`src/rtl/xpt_seq_pkg.sv`:
```
// Package: shared constants and types for the grouped crosspoint sequencer.
// Assumes every device has 16 outputs, each with a 5-bit word {enable, select[3:0]}.
package xpt_seq_pkg;
    localparam int OUTS_PER_DEV = 16;
    localparam int SEL_W        = 4;
    localparam int WORD_W       = SEL_W + 1;
    localparam int BITS_PER_DEV = OUTS_PER_DEV * WORD_W;

    localparam logic [1:0] MODE_SINGLE = 2'd0;
    localparam logic [1:0] MODE_PAIR   = 2'd1;
    localparam logic [1:0] MODE_TRIPLE = 2'd2;

    typedef enum logic [1:0] {
        ST_IDLE  = 2'd0,
        ST_ARM   = 2'd1,
        ST_SHIFT = 2'd2,
        ST_UPD   = 2'd3
    } seq_state_t;
endpackage

```
`src/rtl/xpt_sclk_gen.sv`:
```
// Serial clock generator: divides the system clock by two and never pauses.
// Assumes consumers act on the cycle marked by rise_o, in which sclk_o goes high.
module xpt_sclk_gen (
    input  logic clk,
    input  logic rst_n,
    output logic sclk_o,
    output logic rise_o
);
    logic phase_q;

    // Toggle the phase every cycle; reset holds it low.
    always_ff @(posedge clk) begin
        if (!rst_n) phase_q <= 1'b0;
        else        phase_q <= ~phase_q;
    end

    assign sclk_o = phase_q;
    assign rise_o = ~phase_q;
endmodule

```
`src/rtl/xpt_word_map.sv`:
```
// Word mapper: computes the control word of one physical output of one device
// from the logical map and the group mode. Purely combinational.
// Assumes the map is stable while it is addressed.
module xpt_word_map
    import xpt_seq_pkg::*;
#(
    parameter int N_DEV = 4,
    localparam int DEV_W = (N_DEV > 1) ? $clog2(N_DEV) : 1,
    localparam int IDX_W = DEV_W + 4
) (
    input  logic [N_DEV*OUTS_PER_DEV-1:0]       map_en_i,
    input  logic [N_DEV*OUTS_PER_DEV*SEL_W-1:0] map_sel_i,
    input  logic [1:0]                          mode_i,
    input  logic [DEV_W-1:0]                    dev_i,
    input  logic [3:0]                          pout_i,
    output logic [WORD_W-1:0]                   word_o
);
    logic [3:0]       lin, off, gsz, sel_raw, phys;
    logic [4:0]       nlog;
    logic [IDX_W-1:0] idx;
    logic             en_raw, valid;

    // Split the physical output into logical route and member offset.
    always_comb begin
        case (mode_i)
            MODE_PAIR: begin
                lin = {1'b0, pout_i[3:1]};
                gsz = 4'd2;
                nlog = 5'd8;
            end
            MODE_TRIPLE: begin
                lin = pout_i / 4'd3;
                gsz = 4'd3;
                nlog = 5'd5;
            end
            default: begin
                lin = pout_i;
                gsz = 4'd1;
                nlog = 5'd16;
            end
        endcase
        off = pout_i - lin * gsz;
    end

    // Fetch the route and build the word; out-of-range or disabled gives zero.
    always_comb begin
        idx     = {dev_i, lin};
        en_raw  = map_en_i[idx];
        sel_raw = map_sel_i[{idx, 2'b00} +: SEL_W];
        valid   = en_raw && ({1'b0, lin} < nlog) && ({1'b0, sel_raw} < nlog);
        phys    = sel_raw * gsz + off;
        word_o  = valid ? {1'b1, phys} : '0;
    end
endmodule

```
`src/rtl/xpt_shift_seq.sv`:
```
// Shift sequencer: walks devices from last to first, outputs from 15 to 0 and
// word bits from enable to select LSB, presents each bit on a serial clock
// rising edge, then issues one update period and a done pulse.
// Assumes rise_i is high every other cycle.
module xpt_shift_seq
    import xpt_seq_pkg::*;
#(
    parameter int N_DEV = 4,
    localparam int DEV_W = (N_DEV > 1) ? $clog2(N_DEV) : 1
) (
    input  logic              clk,
    input  logic              rst_n,
    input  logic              start_i,
    input  logic              rise_i,
    input  logic [WORD_W-1:0] word_i,
    output logic [DEV_W-1:0]  dev_o,
    output logic [3:0]        pout_o,
    output logic              sdata_o,
    output logic              ce_n_o,
    output logic              upd_n_o,
    output logic              busy_o,
    output logic              done_o
);
    localparam logic [DEV_W-1:0] DEV_LAST = DEV_W'(N_DEV - 1);

    seq_state_t state_q;
    logic [DEV_W-1:0] dev_q;
    logic [3:0]       out_q;
    logic [2:0]       bit_q;
    logic             sent_all_q;
    logic             cur_bit, at_last;

    // Select the word bit the counters point at: enable first, then select MSB first.
    always_comb begin
        cur_bit = word_i[3'd4 - bit_q];
        at_last = (dev_q == '0) && (out_q == 4'd0) && (bit_q == 3'd4);
    end

    // Control state, position counters and registered pin outputs.
    always_ff @(posedge clk) begin
        if (!rst_n) begin
            state_q    <= ST_IDLE;
            dev_q      <= DEV_LAST;
            out_q      <= 4'd15;
            bit_q      <= 3'd0;
            sent_all_q <= 1'b0;
            sdata_o    <= 1'b0;
            ce_n_o     <= 1'b1;
            upd_n_o    <= 1'b1;
            done_o     <= 1'b0;
        end else begin
            done_o <= 1'b0;
            case (state_q)
                ST_IDLE: begin
                    dev_q      <= DEV_LAST;
                    out_q      <= 4'd15;
                    bit_q      <= 3'd0;
                    sent_all_q <= 1'b0;
                    if (start_i) state_q <= ST_ARM;
                end
                ST_ARM, ST_SHIFT: begin
                    if (rise_i) begin
                        if (sent_all_q) begin
                            upd_n_o <= 1'b0;
                            state_q <= ST_UPD;
                        end else begin
                            state_q    <= ST_SHIFT;
                            ce_n_o     <= 1'b0;
                            sdata_o    <= cur_bit;
                            sent_all_q <= at_last;
                            if (bit_q == 3'd4) begin
                                bit_q <= 3'd0;
                                out_q <= out_q - 4'd1;
                                if (out_q == 4'd0) dev_q <= dev_q - 1'b1;
                            end else begin
                                bit_q <= bit_q + 3'd1;
                            end
                        end
                    end
                end
                default: begin
                    if (rise_i) begin
                        upd_n_o <= 1'b1;
                        ce_n_o  <= 1'b1;
                        done_o  <= 1'b1;
                        state_q <= ST_IDLE;
                    end
                end
            endcase
        end
    end

    assign dev_o  = dev_q;
    assign pout_o = out_q;
    assign busy_o = (state_q != ST_IDLE);
endmodule

```
`src/rtl/xpt_group_seq.sv`:
```
// Top: grouped crosspoint programming sequencer. Joins the serial clock
// generator, the word mapper and the shift sequencer.
// Assumes map and mode are held stable from start until done.
module xpt_group_seq
    import xpt_seq_pkg::*;
#(
    parameter int N_DEV = 4
) (
    input  logic                              clk,
    input  logic                              rst_n,
    input  logic                              start_i,
    input  logic [1:0]                        mode_i,
    input  logic [N_DEV*OUTS_PER_DEV-1:0]     map_en_i,
    input  logic [N_DEV*OUTS_PER_DEV*SEL_W-1:0] map_sel_i,
    output logic                              sclk_o,
    output logic                              sdata_o,
    output logic                              ce_n_o,
    output logic                              upd_n_o,
    output logic                              busy_o,
    output logic                              done_o
);
    localparam int DEV_W = (N_DEV > 1) ? $clog2(N_DEV) : 1;

    logic              rise;
    logic [DEV_W-1:0]  dev;
    logic [3:0]        pout;
    logic [WORD_W-1:0] word;

    xpt_sclk_gen u_sclk (
        .clk    (clk),
        .rst_n  (rst_n),
        .sclk_o (sclk_o),
        .rise_o (rise)
    );

    xpt_word_map #(.N_DEV(N_DEV)) u_map (
        .map_en_i  (map_en_i),
        .map_sel_i (map_sel_i),
        .mode_i    (mode_i),
        .dev_i     (dev),
        .pout_i    (pout),
        .word_o    (word)
    );

    xpt_shift_seq #(.N_DEV(N_DEV)) u_seq (
        .clk     (clk),
        .rst_n   (rst_n),
        .start_i (start_i),
        .rise_i  (rise),
        .word_i  (word),
        .dev_o   (dev),
        .pout_o  (pout),
        .sdata_o (sdata_o),
        .ce_n_o  (ce_n_o),
        .upd_n_o (upd_n_o),
        .busy_o  (busy_o),
        .done_o  (done_o)
    );
endmodule

```
`config.mk`:
```
export PLATFORM = sky130hd
export DESIGN_NAME = xpt_group_seq
export DESIGN_NICKNAME = d
export VERILOG_FILES = /design/src/rtl/xpt_seq_pkg.sv /design/src/rtl/xpt_sclk_gen.sv /design/src/rtl/xpt_word_map.sv /design/src/rtl/xpt_shift_seq.sv /design/src/rtl/xpt_group_seq.sv
export SDC_FILE = /design/constraint.sdc
export NUM_CORES = 1
export LEC_CHECK = 0
export BUFFER_PORTS_ARGS = -buffer_cell sky130_fd_sc_hd__buf_2
export CAP_MARGIN = 10
export CORE_MARGIN = 2
export CORE_UTILIZATION = 25
export CTS_CLUSTER_DIAMETER = 200
export DETAILED_ROUTE_END_ITERATION = 6
export MAX_ROUTING_LAYER = met4
export PLACE_DENSITY = 0.52
export SETUP_SLACK_MARGIN = 0.2
export SLEW_MARGIN = 10
export SYNTH_ARGS = -nofsm -noshare
export SYNTH_HDL_FRONTEND = slang
export SYNTH_SLANG_ARGS = --single-unit
```
`constraint.sdc`:
```
create_clock -name clk -period 6.4 [get_ports clk]
set_input_delay 0.32 -clock clk [delete_from_list [all_inputs] [get_ports clk]]
set_output_delay 0.32 -clock clk [all_outputs]
set_load 0.01 [all_outputs]
```
# Word level (Yosys, flattened, before mapping)
# Index checks and enable logic that the tools add are counted.
[totals]
reg_bits = 17
latchBits = 0
ram_bits = 0
rom_bits = 0
inputBits = 325
word_cells = 96
memories = 0
[classes]
n_addsub = 6
mul = 2
div = 1
magnitude_cmp = 4
n_eq_ne = 12
shifts = 1
n_mux = 37
bitwise_logic = 4
reduce_logical = 19
[ops]
columns = ["cell", "n"]
rows = [
  ["256-bit by 9-bit indexed part select with 4-bit output", 1],
  ["4-bit one-hot mux with 2 select lines", 2],
  ["3-bit AND reduction", 5],
  ["2-bit 2-to-1 mux", 7],
  ["4-bit 2-to-1 mux", 3],
  ["2-bit one-hot mux with 2 select lines", 3],
  ["1-bit 2-to-1 mux", 11],
  ["4-bit by 5-bit < comparator with 1-bit output", 2],
  ["5-bit one-hot mux with 2 select lines", 1],
  ["3-bit 2-to-1 mux", 3],
  ["4-bit by 2-bit multiplier with 4-bit output", 2],
  ["2-bit by 1-bit inequality test with 1-bit output (second input constant)", 4],
  ["6-bit by 7-bit < comparator with 1-bit output (second input constant)", 1],
  ["1-bit binary-select mux with 6-bit select", 1],
  ["2-bit inequality test (second input constant)", 3],
  ["1-bit one-hot mux with 2 select lines", 3],
  ["3-bit one-hot mux with 2 select lines", 1],
  ["5-bit 2-to-1 mux", 1],
  ["5-bit AND reduction", 1],
  ["4-bit adder", 1],
  ["4-bit by 2-bit divider with 4-bit output (second input constant)", 1],
  ["2-bit by 1-bit equality test with 1-bit output (second input constant)", 2],
  ["2-bit equality test (second input constant)", 2],
  ["1-bit logical AND", 4],
  ["16 further kinds", 21],
]

# Depth between registers and ports, before layout
[logic_depth]
depth_word = 9
depth_mapped = 32
ltp_nobuf = 28

# Modules after synthesis
# From an unflattened synthesis, not the netlist that was laid out.
[unflattened]
hier_cells = 686
area_unflattened_um2 = 4926.0
[modules_own_cells]
columns = ["module", "instances", "cells_per_inst", "area_each_um2"]
rows = [
  ["xpt_word_map", 1, 584, 4008.8],
  ["xpt_shift_seq", 1, 99, 887.1],
  ["xpt_sclk_gen", 1, 3, 30.0],
]

# Worst setup path before layout
# Ideal clock, no wire load.
[synth_path]
path_type = "reg-to-reg"
start = "reg u_seq.out_q[2] (netlist: u_seq.pout_o[2])"
end = "reg u_seq.sdata_o"
setup_time_ps = 79
arrival_time_ps = 6400
slack_ps = -79
path_stages_with_launch = 30
n_path_buf = 3
synth_period_minus_slack_ps = 6479
cell_sequence = "dfxtp_1 > clkbuf_1 > nor2b_1 > ha_1 > inv_1 > ha_1 > nor2b_1 > o31ai_1 > nor2_1 > buf_4 > buf_2 > mux2i_1 > mux4_2 > a22oi_1 > a22o_1 > nor2_1 > fa_1 > inv_1 > fa_1 > inv_1 > fa_1 > inv_1 > fa_1 > a211oi_1 > a21oi_1 > nor3_1 > o311a_1 > a211oi_1 > a211o_1 > a211oi_2"
[synth_between]
elab_chain_cells = 9
elab_cells_between_ends = 16
classes_between = "add/sub: 2; mul: 2; div: 1; order compare: 2; shift: 1; mux: 6; reduce/logical: 2"
[synth_lines]
columns = ["element", "line", "text"]
rows = [
  ["start, declared", "xpt_shift_seq.sv:28", "logic [3:0] out_q;"],
  ["start signal, assigned", "xpt_shift_seq.sv:73", "out_q <= out_q - 4'd1;"],
  ["branches (longest 6 deep; another with 4-bit by 2-bit divider with 4-bit output)", "n/a", ""],
  ["5-bit 2-to-1 mux *", "xpt_word_map.sv:52", "word_o = valid ? {1'b1, phys} : '0;"],
  ["1-bit binary-select mux with 3-bit select *", "xpt_shift_seq.sv:35", "cur_bit = word_i[3'd4 - bit_q];"],
  ["1-bit 2-to-1 mux (not written as such) *", "xpt_shift_seq.sv:35", ""],
  ["end signal, assigned", "xpt_shift_seq.sv:69", "sdata_o <= cur_bit;"],
  ["end, declared", "xpt_shift_seq.sv:18", "output logic sdata_o,"],
]
# Mark *: on every way between the ends. The select of a mux whose other input is x is not followed.
# A chain may end at the register's enable or synchronous reset.

# Final worst setup path
# Same ends and word-level chain as after synthesis.

==> results by group <==
Route
  – Via count: 6713
  – Drc violations: 0
  – Drt pass-1 iters: 5
  – 1st-iter DRT viols: 458
  – WL per Instance: 20.1 um
  – Drt total wl: 25800 um
  – Antenna viol nets, final: 0
  – Vias per cell: 5.24

Synth
  – Commonest cells post-synth: nand2_1 (159), mux2i_1 (95), nand3_1 (62)
  – Cells after Synth: 696
  – Ys flop type: dfxtp_1
  – Cell accounting for the most synthesized area: mux2i_1
  – Sequential-to-total area share from yosys stat: 7.15%
  – Synthesis Warnings: 0
  – Cell area after synthesis: 0.00476 mm2
  – Main area contributors after synthesis: mux2i_1 (20%), nand2_1 (13%), dfxtp_1 (7.2%), nand3_1 (6.5%), ha_1 (5.3%)
  – Asr flop ratio synth: 0%
  – Synth unique cells: 68
  – EDFF count, synth: 0
  – Cell with the most instances after synthesis: nand2_1
  – Syn_nets: 1047
  – Synthesized area per cell: 6.83 um2
  – Yosys top cell area share: 20.0%
  – Post-synthesis register bit count: 17

CTS
  – CTS H-tree depth: 1
  – Total CTS buffers: 3
  – CTS tree: yes
  – Root Buffer: clkbuf_16
  – Clock-pin slew on the worst setup and hold paths: 0.05 ns
  – Max Buffers Root-to-Sink: 2
  – Clk sinks: 17
  – Clock latency on the worst-skew pair: 0.24 ns
  – Hold Buf Count CTS: 0

Placed design
  – Post-DP HPWL: 20800 um
  – Cell Count Post-Placement: 1248
  – Gpl congestion: 0.967
  – IO Port Bufs: 330
  – Placed Area: 0.00687 mm2
  – Setup WS pre-CTS: -0.208 ns

Worst hold path
  – Endpoint, Worst Hold: u_seq.pout_o[1]
  – Hold-critical path depth: 2
  – Worst hold start: rst_n
  – Hold crit path type: in2reg

GRT
  – Largest net degree at the start of global routing: 45
  – Total gr overflow: 0
  – Initial antenna violation count: 4
  – GR Util All Layers: 24.5%
  – Number of global-route vias before repair: 6399
  – First-pass GRT wire length: 36800 um

Setup path
  – Critical-path maximum fanout: 7
  – Critical path class: reg2reg
  – Startpoint Class: flop
  – Worst r2r src: u_seq.pout_o[2]
  – Reg2reg end: u_seq.sdata_o
  – Path depth of the worst reg2reg path: 26
  – Reg2reg setup slack: 0.20 ns
  – Req. time, crit path: 6.57 ns
  – Crit. End Element: flop
  – Worst Path Arrival: 6.38 ns

Power
  – Total power divided by cell area: 169 mW/mm2
  – Overall Power: 0.00126 W
  – Worst VDD drop: 0.000101 V
  – Leak: 3.93 nW

Timing
  – Final-report max-slew violation count: 0
  – Worst Skew: 0.00103 ns
  – Slew HR: 46.2%
  – Worst Tran Pin Value: 0.805 ns
  – Hold Vio Cnt, Final: 0
  – Fin crit share: 96.9%
  – Final setup violation count: 0
  – RSZ-0062 raised after global routing: true
  – Min cycle time layout: 6.20 ns
  – Setup WS post-layout: 0.196 ns
  – F_max: 0.161 GHz

Finish
  – Final instance area: 0.00745 mm2
  – Synth-to-layout area growth: 56.6%
  – Final #Nets: 1394
  – Finished Layout Cells: 1280
  – Layout cell share with drive strength beyond 1: 43.7%
  – Util after Layout: 39.8%
  – Multi-input gate area: 0.00431 mm2
  – Register area: 344 um2
  – Layout fillers: 2022

Floorplan
  – Die area: 0.0201 mm2
  – Rows: 50
  – Starting Density: 25.4%
  – IO Pins: 331
  – Chip Height: 142 um
  – Die X: 142 um
  – Core ar.: 0.0187 mm2

Flow run
  – Max cap viols: 0

Outcome
  – Status: complete, no violations
==> stage by stage <==
stage	hold WS, ns	TNS, ns
after detailed placement	0.471	-0.208
after CTS	0.363	0
after global routing	0.378	-0.0379
after global placement	0.455	-0.117
after floorplan	0.458	0
final	0.362	0
==> cell families after synthesis <==
logic type,Yosys count,synth area share [%]
xor gates and xnor gates,8,1.47
AOI/OAI and AO/OA,148,22.9
muxes,107,24.3
and+or+nand+nor,311,29.6
buffers and inverters,79,6.84
adders and majority gates,26,7.79
DFF,17,7.15
==> report_power, final <==
part           leakage, nW  internal (W)  switching (W)
Combinational         3.75      0.000461       0.000539
Clock               0.0382     0.0000845      0.0000406
Sequential           0.138      0.000122      0.0000145
Total                 3.93      0.000668       0.000594
==> cell type report <==
type                            count  area share (%)
Antenna cell                        4           0.134
Clock buffer                        4            1.06
Inverter                           27            1.36
Multi-Input combinational cell    600            57.9
Sequential cell                    17            4.62
Tap cell                          234            3.93
Timing Repair Buffer              394            31.0
==> metal layers <==
layer	vias to the layer above	share of wire [%]	global-route usage (%)
met2	307	45	38.0
met5	-	0	-
met1	3134	46	35.2
met4	0	0.70	2.68
met3	14	8.4	2.99
li1	3258	-	-
==> what timing repair did <==
action                                  4_1_cts  5_1_grt
endpoints found under the setup margin        1        1
cloned                                        1        2
pin swaps                                     4       19
setup buffers                                 7       14
gates resized for setup                       9       42
==> worst max-delay path by stage <==
stage / start / to / slack (ns) / depth (start not counted)
after floorplan: u_seq.pout_o[2] / u_seq.sdata_o / 0.21 / 29
after CTS: u_seq.pout_o[2] / u_seq.sdata_o / 0.20 / 26
after detailed placement: u_seq.pout_o[2] / u_seq.sdata_o / -0.21 / 29
final: u_seq.pout_o[2] / u_seq.sdata_o / 0.20 / 26
after global placement: mode_i[0] / u_seq.sdata_o / -0.12 / 28
after global routing: u_seq.pout_o[2] / u_seq.sdata_o / -0.04 / 26
==> cells in the final DEF (no fill, tap or decap), types with 9 or more instances in the layout <==
cell type  count
buf_2        330
nand2_1      157
mux2i_1       93
nand3_1       61
buf_4         47
a21oi_1       31
nor2_1        28
inv_1         23
o21ai_0       19
ha_1          17
dfxtp_1       16
nand4_1        9
==> sequential cells by signal, summed over array words and instances, names as in the netlist <==
signal            cells
u_seq.pout_o          4
u_seq.bit_q           3
u_seq.dev_o           2
u_seq.state_q         2
u_sclk.sclk_o         1
u_seq.ce_n_o          1
u_seq.done_o          1
u_seq.sdata_o         1
u_seq.sent_all_q      1
u_seq.upd_n_o         1
==> critical path, cell delays in order (launching register included) <==
cell and delay, ns:
dfxtp_4 0.37, nor2b_4 0.16, ha_4 0.14, inv_2 0.04, ha_4 0.16, buf_6 0.12
a311o_2 0.45, o21ai_4 0.31, buf_6 0.14, mux2_4 0.32, a32o_1 0.22, a2111o_1 0.28
or4b_4 0.55, and3_4 0.21, nand2_2 0.08, fa_1 0.40, inv_2 0.07, fa_1 0.40
inv_1 0.08, fa_1 0.43, a211oi_2 0.21, a21oi_2 0.05, nor3_2 0.21, o311a_1 0.19
a211oi_1 0.05, a211o_1 0.31, a211oi_2 0.18
No activity file was read; power rests on OpenSTA's default activity.
